[src/rtl/cmp_pkg.sv]
package cmp_pkg;

  // Word addresses of the register file
  localparam int OFS_CMP_LO = 0;
  localparam int OFS_CMP_HI = 1;
  localparam int OFS_STEP   = 2;
  localparam int OFS_CTRL   = 3;
  localparam int OFS_STAT   = 4;
  localparam int OFS_MASK   = 5;
  localparam int OFS_WDONE  = 6;

  // Bit positions inside the write-done register
  localparam int WD_BIT_LO   = 0;
  localparam int WD_BIT_HI   = 1;
  localparam int WD_BIT_STEP = 2;
  localparam int WD_BIT_CTRL = 16;

  // Strobes from the control side to the datapath
  typedef struct packed {
    logic ldLo;
    logic ldHi;
    logic ldStep;
    logic cmpOn;
    logic stepMode;
  } cmpStrobes_t;

endpackage

[src/rtl/cmp_datapath.sv]
module cmp_datapath
  import cmp_pkg::*;
#(
  parameter int CNT_W  = 64,
  parameter int DATA_W = 32
) (
  input  logic              clk,
  input  logic              rstN,
  input  cmpStrobes_t       st,
  input  logic [DATA_W-1:0] wrData,
  input  logic [CNT_W-1:0]  countIn,
  output logic              match,
  output logic [DATA_W-1:0] cmpLoRd,
  output logic [DATA_W-1:0] cmpHiRd,
  output logic [DATA_W-1:0] stepRd
);

  localparam int HI_W = CNT_W - DATA_W;

  logic [CNT_W-1:0]  cmpVal;
  logic [CNT_W-1:0]  cmpNext;
  logic [DATA_W-1:0] stepReg;
  logic [CNT_W-1:0]  prevCount;
  logic              countValid;
  logic              countChanged;
  logic              swLoad;

  assign countChanged = !countValid || (countIn != prevCount);
  assign match        = st.cmpOn && countChanged && (countIn == cmpVal);
  assign swLoad       = st.ldLo || st.ldHi;

  always_comb begin
    cmpNext = cmpVal;
    if (st.ldLo) cmpNext[DATA_W-1:0] = wrData;
    if (st.ldHi) cmpNext[CNT_W-1:DATA_W] = HI_W'(wrData);
    if (!swLoad && match && st.stepMode)
      cmpNext = cmpVal + CNT_W'(stepReg);
  end

  always_ff @(posedge clk) begin
    if (!rstN) begin
      cmpVal     <= '0;
      stepReg    <= '0;
      prevCount  <= '0;
      countValid <= 1'b0;
    end else begin
      cmpVal     <= cmpNext;
      prevCount  <= countIn;
      countValid <= 1'b1;
      if (st.ldStep) stepReg <= wrData;
    end
  end

  assign cmpLoRd = cmpVal[DATA_W-1:0];
  assign cmpHiRd = DATA_W'(cmpVal[CNT_W-1:DATA_W]);
  assign stepRd  = stepReg;

  // no match while comparing is off
  a_r4_off_no_match: assert property (@(posedge clk) disable iff (!rstN)
    !st.cmpOn |-> !match);

  // a held count never matches again
  a_r5_held_no_match: assert property (@(posedge clk) disable iff (!rstN)
    (countValid && $stable(countIn)) |-> !match);

  // a stepping match moves the target by the step
  a_r6_step_add: assert property (@(posedge clk) disable iff (!rstN)
    (match && st.stepMode && !swLoad) |=>
      (cmpVal == $past(cmpVal) + CNT_W'($past(stepReg))));

  // a plain match keeps the target
  a_r7_plain_hold: assert property (@(posedge clk) disable iff (!rstN)
    (match && !st.stepMode && !swLoad) |=> $stable(cmpVal));

endmodule

[src/rtl/cmp_ctrl.sv]
module cmp_ctrl
  import cmp_pkg::*;
#(
  parameter int DATA_W = 32,
  parameter int ADDR_W = 4
) (
  input  logic              clk,
  input  logic              rstN,
  input  logic              wrEn,
  input  logic [ADDR_W-1:0] wrAddr,
  input  logic [DATA_W-1:0] wrData,
  input  logic [ADDR_W-1:0] rdAddr,
  input  logic              match,
  input  logic [DATA_W-1:0] cmpLoRd,
  input  logic [DATA_W-1:0] cmpHiRd,
  input  logic [DATA_W-1:0] stepRd,
  output cmpStrobes_t       st,
  output logic [DATA_W-1:0] rdData,
  output logic              irq
);

  localparam int WD_N = 4;

  logic [1:0]      ctrlReg;
  logic            maskReg;
  logic            statReg;
  logic [WD_N-1:0] wdReg;
  logic [WD_N-1:0] wdSet;
  logic [WD_N-1:0] wdClr;

  logic hitLo, hitHi, hitStep, hitCtrl, hitStat, hitMask, hitWd;
  logic unusedData;

  assign hitLo   = wrEn && (wrAddr == ADDR_W'(OFS_CMP_LO));
  assign hitHi   = wrEn && (wrAddr == ADDR_W'(OFS_CMP_HI));
  assign hitStep = wrEn && (wrAddr == ADDR_W'(OFS_STEP));
  assign hitCtrl = wrEn && (wrAddr == ADDR_W'(OFS_CTRL));
  assign hitStat = wrEn && (wrAddr == ADDR_W'(OFS_STAT));
  assign hitMask = wrEn && (wrAddr == ADDR_W'(OFS_MASK));
  assign hitWd   = wrEn && (wrAddr == ADDR_W'(OFS_WDONE));

  assign unusedData = ^wrData;

  always_comb begin
    st.ldLo     = hitLo;
    st.ldHi     = hitHi;
    st.ldStep   = hitStep;
    st.cmpOn    = ctrlReg[0];
    st.stepMode = ctrlReg[1];
  end

  assign wdSet = {hitCtrl, hitStep, hitHi, hitLo};
  assign wdClr = hitWd ? {wrData[WD_BIT_CTRL], wrData[WD_BIT_STEP],
                          wrData[WD_BIT_HI], wrData[WD_BIT_LO]} : '0;

  always_ff @(posedge clk) begin
    if (!rstN) begin
      ctrlReg <= '0;
      maskReg <= 1'b0;
      statReg <= 1'b0;
      wdReg   <= '0;
    end else begin
      if (hitCtrl) ctrlReg <= wrData[1:0];
      if (hitMask) maskReg <= wrData[0];
      if (match)
        statReg <= 1'b1;
      else if (hitStat && wrData[0])
        statReg <= 1'b0;
      wdReg <= (wdReg & ~wdClr) | wdSet;
    end
  end

  always_comb begin
    rdData = '0;
    case (rdAddr)
      ADDR_W'(OFS_CMP_LO): rdData = cmpLoRd;
      ADDR_W'(OFS_CMP_HI): rdData = cmpHiRd;
      ADDR_W'(OFS_STEP):   rdData = stepRd;
      ADDR_W'(OFS_CTRL):   rdData[1:0] = ctrlReg;
      ADDR_W'(OFS_STAT):   rdData[0] = statReg;
      ADDR_W'(OFS_MASK):   rdData[0] = maskReg;
      ADDR_W'(OFS_WDONE): begin
        rdData[WD_BIT_LO]   = wdReg[0];
        rdData[WD_BIT_HI]   = wdReg[1];
        rdData[WD_BIT_STEP] = wdReg[2];
        rdData[WD_BIT_CTRL] = wdReg[3];
      end
      default: rdData = '0;
    endcase
  end

  assign irq = statReg & maskReg;

  // a match always leaves the status set
  a_r3_match_latches: assert property (@(posedge clk) disable iff (!rstN)
    match |=> statReg);

  // a target-low write raises its write-done flag
  a_r10_lo_done: assert property (@(posedge clk) disable iff (!rstN)
    hitLo |=> wdReg[0]);

  // a control write raises its write-done flag
  a_r10_ctrl_done: assert property (@(posedge clk) disable iff (!rstN)
    hitCtrl |=> wdReg[3]);

  // the line never rises without the mask
  a_r9_irq_masked: assert property (@(posedge clk) disable iff (!rstN)
    irq |-> maskReg);

endmodule

[src/rtl/event_comparator.sv]
module event_comparator
  import cmp_pkg::*;
#(
  parameter int CNT_W  = 64,
  parameter int DATA_W = 32,
  parameter int ADDR_W = 4
) (
  input  logic              clk,
  input  logic              rstN,
  input  logic [CNT_W-1:0]  countIn,
  input  logic              wrEn,
  input  logic [ADDR_W-1:0] wrAddr,
  input  logic [DATA_W-1:0] wrData,
  input  logic [ADDR_W-1:0] rdAddr,
  output logic [DATA_W-1:0] rdData,
  output logic              irq
);

  cmpStrobes_t       strobes;
  logic              matchHit;
  logic [DATA_W-1:0] cmpLoRd;
  logic [DATA_W-1:0] cmpHiRd;
  logic [DATA_W-1:0] stepRd;

  cmp_ctrl #(
    .DATA_W (DATA_W),
    .ADDR_W (ADDR_W)
  ) u_ctrl (
    .clk     (clk),
    .rstN    (rstN),
    .wrEn    (wrEn),
    .wrAddr  (wrAddr),
    .wrData  (wrData),
    .rdAddr  (rdAddr),
    .match   (matchHit),
    .cmpLoRd (cmpLoRd),
    .cmpHiRd (cmpHiRd),
    .stepRd  (stepRd),
    .st      (strobes),
    .rdData  (rdData),
    .irq     (irq)
  );

  cmp_datapath #(
    .CNT_W  (CNT_W),
    .DATA_W (DATA_W)
  ) u_dp (
    .clk     (clk),
    .rstN    (rstN),
    .st      (strobes),
    .wrData  (wrData),
    .countIn (countIn),
    .match   (matchHit),
    .cmpLoRd (cmpLoRd),
    .cmpHiRd (cmpHiRd),
    .stepRd  (stepRd)
  );

endmodule

[config.mk]
export PLATFORM = sky130hd
export DESIGN_NAME = event_comparator
export DESIGN_NICKNAME = d
export VERILOG_FILES = /design/src/rtl/cmp_pkg.sv /design/src/rtl/cmp_datapath.sv /design/src/rtl/cmp_ctrl.sv /design/src/rtl/event_comparator.sv
export SDC_FILE = /design/constraint.sdc
export NUM_CORES = 1
export LEC_CHECK = 0
export ABC_AREA = 1
export BUFFER_PORTS_ARGS = -buffer_cell sky130_fd_sc_hd__buf_2
export CAP_MARGIN = 20
export CELL_PAD_IN_SITES_DETAIL_PLACEMENT = 1
export CELL_PAD_IN_SITES_GLOBAL_PLACEMENT = 2
export CORE_ASPECT_RATIO = 2
export CORE_MARGIN = 5
export CORE_UTILIZATION = 31
export DETAILED_ROUTE_END_ITERATION = 7
export PLACE_DENSITY_LB_ADDON = 0.3
export SLEW_MARGIN = 30
export SYNTH_ARGS = -nofsm -noshare
export SYNTH_HDL_FRONTEND = slang
export SYNTH_SLANG_ARGS = --single-unit
[constraint.sdc]
create_clock -name clk -period 2.75 [get_ports clk]
set_input_delay 0 -clock clk [delete_from_list [all_inputs] [get_ports clk]]
set_output_delay 0 -clock clk [all_outputs]
set_load 0.01 [all_outputs]
After elaboration in Yosys (flattened, before gate mapping). Index checks and enable logic that the tools add are counted.

Register bits after elaboration: 169. Latch bits: 0. RAM bits: 0. Memory bits (read-only): 0. Bits of input ports: 107. Output and inout port bits: 33. Logic and storage cells: 62. Memories kept: 0.

$add $sub $neg: 1. $mul: 0. Divide/modulo/power cells: 0. Order comparisons: 0. Equality and inequality tests: 14. Shifts and indexed selects: 0. Multiplexer cells: 13. Bitwise logic cells: 4. Reductions and logical operators: 21.

Operators with widths (count): $add 64x32->64 (1); $eq 64x64->1 (1); $mux 32 (2); $mux 64 (1); $ne 64x64->1 (1); $pmux 15 s3 (1); $pmux 13 s3 (1); $eq 4x3->1 const B (6); $eq 4x2->1 const B (4); $logic_and 1x1->1 (12); $eq 4x1->1 const B (2); $logic_not 4->1 (2); $pmux 1 s4 (2); $pmux 1 s7 (1); $reduce_bool 2->1 (3); $pmux 1 s5 (1); $and 4x4->4 (1); $mux 4 (1); $not 4->4 (1); $or 4x4->4 (1); $mux 1 (3); $logic_not 1->1 (2); $logic_or 1x1->1 (2); $and 1x1->1 (1).

Logic depth before layout (Yosys ltp).
Word-level depth: 7. Mapped depth: 18.

Hierarchy. From an unflattened synthesis, not the netlist that was laid out.

Cell total of the unflattened synthesis: 2694. Area total of the unflattened synthesis: 14376.3 sq um.

By module, submodules not included: cmp_datapath (times used 1, cells an instance 2462, area each 13259.0 sq um, sequential area each 3223.1 sq um); cmp_ctrl (times used 1, cells an instance 232, area each 1117.3 sq um, sequential area each 160.2 sq um).

Worst setup path after synthesis. Ideal clock, no wire load.

Path type: reg-to-reg. From: register u_dp.cmpVal[0]. To: register u_dp.cmpVal[40]. Library setup time: 110 ps. Arrival: 2051 ps. Path slack: 589 ps. Cell stages (with the launch flop): 18. Buffers on the path: 0. Cells stage by stage: dfxtp_1 ha_1 fa_1 inv_1 nor2_1 or2_2 nand2_1 nand2_1 nand2_1 nand3_1 nand2_1 nand2_1 nand2_1 nand2_1 nand2_1 nand3_1 nand2_1 inv_1.

Cells in the longest elaborated chain, start to end: 5. Elaborated cells between the ends (all ways): 7.

Ends and longest elaborated chain: from (decl) (line cmp_datapath.sv:20) `logic [CNT_W-1:0] cmpVal;`; from (signal assigned) (line cmp_datapath.sv:47) `cmpVal <= cmpNext;`; parallel branches: the longest is 5 deep, another holds $add 64x32->64.

Parallel ways; which one is timed is not known. A chain may end at the register's enable or synchronous reset.

Worst setup path after layout.
From: register u_dp.cmpVal[0]. To: register u_dp.cmpVal[24].

Same word-level chain as after synthesis.

==> metrics.md <==
| Metric | Value |
|---|---|
| Max Clock Freq | `0.375 GHz` |
| Post-synthesis sequential area ratio | `0.239` |
| Synth async-reset ratio | `0` |
| Synth area leaders | `nand2_1, dfxtp_1, inv_1` |
| Max Cap Viol | `0` |
| CTS Sinks | `169` |
| Setup Viol. Count Final | `0` |
| Synth Flop Type | `dfxtp_1` |
| CP delay by family, top | `simple AND/OR/NAND/NOR gates` |
| Origin of the critical flop-to-flop path | `u_dp.cmpVal[0]` |
| Cell leakage power | `10.5 nW` |
| DRC Markers | `0` |
| Synthesized area | `0.0142 mm2` |
| Crit. End Element | `flop` |
| Slowest cell on the critical path | `fa_1` |
| Worst skew pair latency | `0.47 ns` |
| Final min period | `2.66 ns` |
| Die area | `0.0503 mm2` |
| PwrDens | `342 mW/mm2` |
| Core region area | `0.0451 mm2` |
| Chip width | `161 um` |
| Critical Path Source | `u_dp.cmpVal[0]` |
| Wirelength per Cell | `24.8 um` |
| Fraction of layout cells with a size suffix above 1 | `0.139` |
| Clock Tree Root | `clkbuf_16` |
| Htree depth | `4` |
| Routed Antenna Nets | `0` |
| Worst Path Buf+Inv | `3` |
| IO buf count | `139` |
| Most common cell on crit path | `nand2_1` |
| Tightest Hold Check Type | `input pin to flop` |
| Vert. Die Dim | `312 um` |
| 1st-pass router iterations | `5` |
| Clk slew on worst S/H paths | `0.07 ns` |
| CTS tree | `done` |
| Final nets | `3155` |
| Slew Limit Fails | `0` |
| Worst-case clock buffer depth | `2` |
| Cells after synthesis | `2633` |
| Area grow syn2layout | `30.5%` |
| Total GRT Usage | `0.348` |
| Final Cell Area | `0.0185 mm2` |
| Worst hold slack | `0.0172 ns` |
| Num CTS Buffers | `17` |
| Worst path arrival time | `3.03 ns` |
| First-pass GRT wire length | `127000 um` |
| Initial Utilization | `0.314` |
| Max FO, Critical Path | `3` |
| Critical-path cell list | `ha_1 > fa_1 > inv_1 > nor2_1 > or2_2 > nand2_1 > nand2_1 > nand2_1 > nand3_1 > buf_4 > xor2_1 > nand2_1 > nand3_1 > nand2_1 > inv_1` |
| Syn nets | `2773` |
| CP Launch Type | `flop` |
| Dominant cell type by area after synthesis | `nand2_1` |
| Actual slew at the worst max-slew pin | `0.799 ns` |
| CP Data Required Time | `3.12 ns` |
| Vias in the first global route | `19600` |
| GRT overflow | `0` |
| Number of synthesized register bits | `169` |
| Worst Hold Launch | `rstN` |
| Largest net degree at the start of global routing | `105` |
| Slowest stage delay, CP | `0.42 ns` |
| DP HPWL | `75200 um` |
| Via/cell ratio | `5.12` |
| Max_slew headroom | `0.462` |
| RSZ-0062 raised after global routing | `no` |
| Placed Area | `0.0168 mm2` |
| Post-CTS setup buffer count | `0` |
| Final Skew | `0.0233 ns` |
| Maximum VDD drop | `0.000425 V` |
| Critical path class | `flop to flop` |
| Mean Syn Cell Area | `5.38 um2` |
| Number of synthesized flops with an enable pin | `0` |
| Yosys top cell area share | `0.279` |
| Initial DRC Count | `1039` |
| Final Hold Fails | `0` |
| Routed WL | `89200 um` |
| Row count | `110` |
| Setup_tns | `0 ns` |
| Status | `finished, final reports clean` |
| GPL Wtd Cong | `1.16` |
| Ys Warns | `0` |
| Initial antenna violation count | `0` |
| Core Util, Final | `0.410` |
| Netlist cell types | `48` |
| Period Utilization, post-route | `0.969` |
| Inserted Diodes | `0` |
| Top Ports | `140` |
| Vias | `18400` |
## cells in the final DEF (no fill, tap or decap), types with 43 or more instances in the layout
cell type      count
nand3_1          222
buf_4            176
nand2_1         1046
nor2_1           296
dlygate4sd3_1    105
a21oi_1           43
o21ai_0           49
buf_2            138
inv_1            443
nand4_1           46
dfxtp_1          163
## layout make-up
type | count | area, um2
clock inverter | 9 | 115
sequential | 169 | 3390
timing repair buffer | 429 | 3260
multi-input combinational | 1920 | 8750
tap | 560 | 701
inverter | 478 | 1790
clock buffer | 23 | 478
fill | 6298 | 26700
## cell usage after synthesis, types with 2 or more instances
library cell  count
buf_6             2
ha_1             32
o2111ai_1         2
clkbuf_1         40
nand2_1        1052
o211ai_1          3
buf_4             5
nor2b_1           4
a221o_1           2
clkinv_1          2
xnor2_1          21
o21ai_1           5
nand3b_1         11
or2_2             8
buf_1            13
dfxtp_1         169
o221ai_1         26
nand2_2           3
o21ai_0          49
nor2_1          298
inv_1           443
xor2_1           33
nand4_1          46
o21bai_1         11
inv_2            33
nand3_1         223
a21oi_1          43
a21boi_0          2
buf_2             6
nor3_1           28
## worst register-to-register path: stages, from the launching register on
cell and delay [ns]:
dfxtp_1 0.32, ha_1 0.24, fa_1 0.42, inv_1 0.08, nor2_1 0.06, or2_2 0.31, nand2_1 0.07, nand2_1 0.06
nand2_1 0.14, nand3_1 0.26, buf_4 0.23, xor2_1 0.13, nand2_1 0.07, nand3_1 0.07, nand2_1 0.07, inv_1 0.04
## stage by stage
step	cells	total power (W)	setup slack, ns
final	3588	0.00633	0.0860
after global routing	3588	0.00653	0.00219
after CTS	3588	0.00637	0.0151
after detailed placement	3451	0.00364	0.0608
after global placement	3451	0.00362	0.0796
after floorplan	2633	0.00308	0.589
## power breakdown
group | total [W] | switching, W | internal [W]
logic | 0.00113 | 0.000717 | 0.000417
registers | 0.00258 | 0.0000572 | 0.00252
clock network | 0.00262 | 0.00120 | 0.00142
## layer usage
metal | share of wire | track usage | vias to the layer above
met4 | 0.11 | 0.308 | 0
met3 | 0.030 | 0.0283 | 250
met2 | 0.52 | 0.649 | 562
li1 | - | - | 8807
met1 | 0.34 | 0.335 | 8734
met5 | 0 | 0 | -
## logic make-up (layout without fill, tap and decap cells)
group,count (synthesis),after routing,synth area share
AND/OR/NAND/NOR,1683,1683,0.486
buffers and inverters,544,939,0.147
AO/OA/AOI/OAI,150,150,0.0654
XOR/XNOR,54,54,0.0334
flip-flops,169,169,0.239
adder cells (fa/ha/maj),33,33,0.0297
## worst paths after layout
path / end / slack [ns] / cells past startpoint
worst max-delay path: u_dp.cmpVal[24] / 0.09 / 15
worst min-delay path: u_dp.countValid / 0.02 / 2
worst max register to register: u_dp.cmpVal[24] / 0.09 / 15
worst min register to register: u_ctrl.wdReg[3] / 0.48 / 2
## sequential cells by signal (all words and copies together), names as in the netlist
signal and flops:
u_dp.cmpVal 64, u_dp.prevCount 64, u_dp.stepRd 32, u_ctrl.wdReg 4, u_ctrl.ctrlReg 2, u_ctrl.maskReg 1
u_ctrl.statReg 1, u_dp.countValid 1
## timing repair
item,4_1_cts,5_1_grt
endpoints found under the hold margin,154,0
hold buffers,105,0
resized for setup,0,20
setup endpoints to repair,0,42
(Power assumes the default switching activity.)
